--- src/rtl/flowctl_pkg.sv ---
package flowctl_pkg;
   typedef enum logic {
      GATE_SOFT = 1'b0,
      GATE_CTS  = 1'b1
   } gate_mode_e;
endpackage

--- src/rtl/flowctl_sync.sv ---
module flowctl_sync #(
   parameter int   STAGES  = 2,
   parameter logic RST_VAL = 1'b0
) (
   input  logic clk,
   input  logic rst_n,
   input  logic d,
   output logic q
);
   if (STAGES < 2) begin : g_bad_stages
      $error("flowctl_sync: STAGES must be at least 2");
   end

   logic [STAGES-1:0] chain_q;

   for (genvar i = 0; i < STAGES; i++) begin : g_stage
      always_ff @(posedge clk or negedge rst_n) begin
         if (!rst_n) begin
            chain_q[i] <= RST_VAL;
         end else begin
            if (i == 0) chain_q[i] <= d;
            else        chain_q[i] <= chain_q[(i > 0) ? i-1 : 0];
         end
      end
   end

   assign q = chain_q[STAGES-1];
endmodule

--- src/rtl/flowctl_rts.sv ---
module flowctl_rts #(
   parameter int CNT_W      = 5,
   parameter int THR_LO     = 2,
   parameter int THR_HI     = 4,
   parameter bit ACTIVE_LOW = 1'b1
) (
   input  logic             clk,
   input  logic             rst_n,
   input  logic             manual_rdy,
   input  logic             auto_en,
   input  logic             thr_sel,
   input  logic [CNT_W-1:0] occ,
   input  logic             start_det,
   output logic             rts_pin,
   output logic             thr_flag
);
   localparam logic [CNT_W-1:0] THR_LO_C = CNT_W'(THR_LO);
   localparam logic [CNT_W-1:0] THR_HI_C = CNT_W'(THR_HI);

   if (THR_LO < 1 || THR_LO >= THR_HI) begin : g_bad_thr
      $error("flowctl_rts: need 1 <= THR_LO < THR_HI");
   end
   if (THR_HI >= (1 << CNT_W)) begin : g_bad_width
      $error("flowctl_rts: CNT_W too narrow for THR_HI");
   end

   logic [CNT_W-1:0] thr;
   logic             at_or_above;
   logic             auto_rdy_q;
   logic             auto_rdy_d;
   logic             lvl_q;

   assign thr         = thr_sel ? THR_HI_C : THR_LO_C;
   assign at_or_above = (occ >= thr);
   assign thr_flag    = at_or_above;

   always_comb begin
      auto_rdy_d = auto_rdy_q;
      if (!at_or_above)          auto_rdy_d = 1'b1;
      else if (start_det)        auto_rdy_d = 1'b0;
   end

   always_ff @(posedge clk or negedge rst_n) begin
      if (!rst_n) begin
         auto_rdy_q <= 1'b1;
         lvl_q      <= 1'b0;
      end else begin
         auto_rdy_q <= auto_rdy_d;
         lvl_q      <= auto_en ? auto_rdy_d : manual_rdy;
      end
   end

   if (ACTIVE_LOW) begin : g_pin_low
      assign rts_pin = ~lvl_q;
   end else begin : g_pin_high
      assign rts_pin = lvl_q;
   end
endmodule

--- src/rtl/flowctl_txgate.sv ---
module flowctl_txgate
   import flowctl_pkg::*;
(
   input  logic auto_cts,
   input  logic cts_st,
   input  logic sw_pause,
   input  logic pending,
   input  logic busy,
   output logic allow,
   output logic start
);
   gate_mode_e mode;
   logic       gate_open;

   assign mode = auto_cts ? GATE_CTS : GATE_SOFT;

   always_comb begin
      unique case (mode)
         GATE_CTS:  gate_open = cts_st;
         GATE_SOFT: gate_open = ~sw_pause;
         default:   gate_open = 1'b0;
      endcase
   end

   assign allow = busy | gate_open;
   assign start = pending & ~busy & gate_open;
endmodule

--- src/rtl/uart_flowctl.sv ---
module uart_flowctl #(
   parameter int CNT_W       = 5,
   parameter int THR_LO      = 2,
   parameter int THR_HI      = 4,
   parameter int SYNC_STAGES = 2,
   parameter bit RTS_ACT_LOW = 1'b1
) (
   input  logic             clk,
   input  logic             rst_n,
   input  logic             cfg_manual_rts,
   input  logic             cfg_auto_rts,
   input  logic             cfg_auto_cts,
   input  logic             cfg_cts_pol,
   input  logic             cfg_tx_pause,
   input  logic             cfg_thr_sel,
   input  logic [CNT_W-1:0] rx_count,
   input  logic             rx_start,
   input  logic             cts_pin,
   input  logic             tx_pending,
   input  logic             tx_busy,
   output logic             rts_n,
   output logic             cts_status,
   output logic             tx_allow,
   output logic             tx_start,
   output logic             rx_thr_flag
);
   logic cts_sync;

   flowctl_sync #(
      .STAGES  (SYNC_STAGES),
      .RST_VAL (1'b0)
   ) u_sync (
      .clk   (clk),
      .rst_n (rst_n),
      .d     (cts_pin),
      .q     (cts_sync)
   );

   assign cts_status = cfg_cts_pol ? cts_sync : ~cts_sync;

   flowctl_rts #(
      .CNT_W      (CNT_W),
      .THR_LO     (THR_LO),
      .THR_HI     (THR_HI),
      .ACTIVE_LOW (RTS_ACT_LOW)
   ) u_rts (
      .clk        (clk),
      .rst_n      (rst_n),
      .manual_rdy (cfg_manual_rts),
      .auto_en    (cfg_auto_rts),
      .thr_sel    (cfg_thr_sel),
      .occ        (rx_count),
      .start_det  (rx_start),
      .rts_pin    (rts_n),
      .thr_flag   (rx_thr_flag)
   );

   flowctl_txgate u_gate (
      .auto_cts (cfg_auto_cts),
      .cts_st   (cts_status),
      .sw_pause (cfg_tx_pause),
      .pending  (tx_pending),
      .busy     (tx_busy),
      .allow    (tx_allow),
      .start    (tx_start)
   );
endmodule

--- config.mk ---
export PLATFORM = sky130hd
export DESIGN_NAME = uart_flowctl
export DESIGN_NICKNAME = d
export VERILOG_FILES = /design/src/rtl/flowctl_pkg.sv /design/src/rtl/flowctl_sync.sv /design/src/rtl/flowctl_rts.sv /design/src/rtl/flowctl_txgate.sv /design/src/rtl/uart_flowctl.sv
export SDC_FILE = /design/constraint.sdc
export NUM_CORES = 1
export LEC_CHECK = 0
export BUFFER_PORTS_ARGS = -buffer_cell sky130_fd_sc_hd__buf_2
export CAP_MARGIN = 20
export CORE_AREA = 2 2 39 41
export DETAILED_ROUTE_END_ITERATION = 12
export DIE_AREA = 0 0 41 43
export HOLD_SLACK_MARGIN = 0.12
export PLACE_DENSITY_LB_ADDON = 0.08
export SYNTH_ARGS = -nofsm -noshare
export SYNTH_HDL_FRONTEND = slang
export SYNTH_SLANG_ARGS = --single-unit
--- constraint.sdc ---
create_clock -name clk -period 1.55 [get_ports clk]
set_clock_uncertainty 0.1 [all_clocks]
set_input_delay 0.2325 -clock clk [delete_from_list [all_inputs] [get_ports clk]]
set_output_delay 0.2325 -clock clk [all_outputs]
set_load 0.02 [all_outputs]
==> flow_metrics.py <==
metrics = {
    "outcome": {
        "outcome": "finished with violations",
        "violations": "negative setup slack",
    },
    "clock_network": {
        "clock_path_buffers": 2,
        "numCtsBuffers": 3,
        "insertion_delay_ps": 220,
        "clock_sinks": 4,
        "cts_tree": "done",
        "clk_pin_slew_ps": 40,
        "cts_max_level": 1,
        "clock-root-buffer": "clkbuf_4",
    },
    "synthesis": {
        "synth_commonest_cells": "4 x inv_1, 3 x dfrtp_1, 3 x nand2b_1",
        "synth_top_flop_cell": "dfrtp_1",
        "synthAdderAreaFrac_pct": 10.53,
        "synth-simple-area-share_pct": 20.00,
        "ys_seq_elements": 4,
        "synth_top_area_share_pct": 31.58,
        "ys_types": 16,
        "yosys-top-cells-area": "dfrtp_1 32%, dfstp_2 11%, ha_1 11%, nand2b_1 7.9%, inv_1 6.3%",
        "ys_seq_area_share_pct": 42.63,
        "synth-edff-count": 0,
        "synth_top_family_by_area": "simple AND/OR/NAND/NOR gates",
        "synthXorXnorAreaFrac_pct": 3.684,
        "syn_area_per_cell_um2": 9.905,
        "synth_area_leader_cell": "dfrtp_1",
        "muxShareOfSynthArea_pct": 4.737,
        "synth_cells": 24,
        "ys_warn_count": 0,
        "syn_area_um2": 237.7,
        "syn-num-nets": 43,
        "synth_compound_gate_area_share_pct": 12.11,
        "synth.most_common_cell": "inv_1",
        "synthArstFlopShare_pct": 100.0,
    },
    "worst_setup_path": {
        "crit_path_end_kind": "output port",
        "critPathMaxFanout": 2,
        "cp.required_ps": 1220,
        "critPathSlowestCell": "dfrtp_1",
        "cp.buffers_inverters": 1,
        "start_kind": "flop",
        "worst-setup-path-type": "reg2out",
        "crit_path_cell_trace": "xnor2_1 > a21o_1 > or2_1 > buf_6",
        "critPathArrivalTime_ps": 1240,
        "crit_family": "flip-flops",
        "max_stage_delay_ps": 360,
    },
    "grt": {
        "gr-usage-all-layers_pct": 7.258,
        "antenna_found_initial": 0,
        "grt_pass1_wl_um": 793,
        "grt.overflow.total": 0,
        "first_global_vias": 245,
        "grt_max_degree": 5,
    },
    "pwr": {
        "p_per_area_nw_per_um2": 765.4,
        "peakVddDrop_mv": 0.1916,
        "p_int_uw": 262.1,
        "seqPwrFrac_pct": 33.9,
        "fin_total_pwr_uw": 343.8,
        "power_leakage_uw": 0.0002402,
        "swShare_pct": 23.75,
        "p_comb_share_pct": 26.4,
        "power.switching_uw": 81.66,
        "clock_power_share_pct": 39.7,
    },
    "finish": {
        "diodes": 0,
        "nets": 74,
        "drive_gt1_share_pct": 51.85,
        "area_growth_pct": 88.95,
    },
    "detailed_routing": {
        "drtAntennaViolNets": 0,
        "routedWlPerCell_um": 7.557,
        "vias_per_cell": 3.800,
        "finalWirelength_um": 529,
        "drc_errors": 0,
        "num_vias": 266,
        "first_iter_violations": 2,
        "drtPass1Iterations": 4,
    },
    "sta": {
        "rsz0062_at_grt": "true",
        "worst_slew_pin_slew_ps": 281.6,
        "setup_violations": 2,
        "setup_slack_ps": -21.34,
        "hold_viol": 0,
        "period_needed_ps": 1571,
        "slew_headroom_pct": 80.98,
        "period_share_pct": 101.4,
        "slew_violations": 0,
        "timing.fmax_mhz": 636.4,
    },
    "floorplanning": {
        "boundaryPins": 22,
        "die_area_um2": 1763,
        "core_um2": 1384,
        "initial_core_util_pct": 17.18,
        "rows": 14,
        "fp.dieW_um": 41,
        "die_h_um": 43,
    },
    "place": {
        "hpwl_um": 425.4,
        "port_buffers": 21,
        "dp_slack_ps": 41.53,
        "gp_congestion": 0.6480,
    },
    "job": {
        "max_cap_violations": 0,
    },
    "worst_hold_path": {
        "holdCritPathClass": "in2reg",
    },
}
==> kinds of logic (layout without fill, tap and decap cells) <==
family,count (synthesis),after routing
buf+inv,4,34
mux,1,1
xor+xnor,1,1
compound gates,4,4
simple gates,8,8
fa+ha+maj,2,2
flops,4,4
==> worst paths after layout <==
check	startpoint	endpoint	slack, ps	cells after the start
worst min register to register	u_sync.chain_q[0]	u_sync.q	250	0
min in group asynchronous	rst_n	u_sync.q	230	2
worst max register to register	u_rts.auto_rdy_q	u_rts.lvl_q	470	3
worst min-delay path	cfg_auto_rts	u_rts.lvl_q	170	3
max in group asynchronous	rst_n	u_rts.auto_rdy_q	910	2
worst max-delay path	u_sync.q	tx_allow	-20	4
==> sequential cells by signal, summed over array words and instances (netlist names) <==
signal,cells
u_rts.lvl_q,1
u_rts.auto_rdy_q,1
u_sync.chain_q,1
u_sync.q,1
==> through the flow <==
step           cell area (um^2)  utilization, %  instances  hold slack [ps]  TNS [ps]
6_report                  449.2           32.46         70            165.6    -26.49
5_1_grt                   449.2           32.46         70            193.0    -185.9
4_1_cts                   449.2           32.46         70            165.0    -41.12
3_5_place_dp              370.4           26.76         62           -60.23         0
3_3_place_gp              370.4           26.76         62           -59.21         0
2_1_floorplan             237.7               -         24           -163.1         0
==> cell type report <==
class,instances,area [um^2]
clock buffers,4,26.28
fillers,144,934.6
inverters,4,15.01
multi-input cells,16,121.4
flip-flops and latches,4,101.3
well taps,16,20.02
repair buffers,26,165.2
==> power groups by stage <==
stage	registers, uW	clock network (uW)	logic, uW
2_1_floorplan	117	0	39.9
3_3_place_gp	118	0	76.7
3_5_place_dp	118	0	78.5
4_1_cts	117	142	91.0
5_1_grt	117	158	103
6_report	117	136	90.9
==> placed cells by master, fill, tap and decap left out, drive strengths merged <==
master	netlist	final
a21boi	1	1
a21o	1	1
and3b	1	1
buf	0	22
clkbuf	0	4
dfrtp	3	3
dfstp	1	1
dlygate4sd3	0	4
ha	2	2
inv	4	4
mux2	1	1
nand2	1	1
nand2b	3	3
nor2	1	1
nor3	1	1
o21ai	1	1
o41ai	1	1
or2	1	1
xnor2	1	1
==> worst min-delay path, cell delays in order <==
cell     delay [ps]
buf_2           110
nand2_1          50
o21ai_0          60
==> repair_timing <==
item                                   in CTS  in global routing
setup buffers                               0                  0
resized for setup                           4                  1
setup endpoints to repair                   2                  3
hold buffers                                4                  0
pin swaps                                   1                  0
endpoints found under the hold margin       6                  0
==> metal layers <==
layer	track usage [%]	share of wire (%)
met1	6.189	35
met2	10.94	56
met3	1.571	8.5
met4	10.00	0
met5	0	0
(Power assumes the default switching activity.)
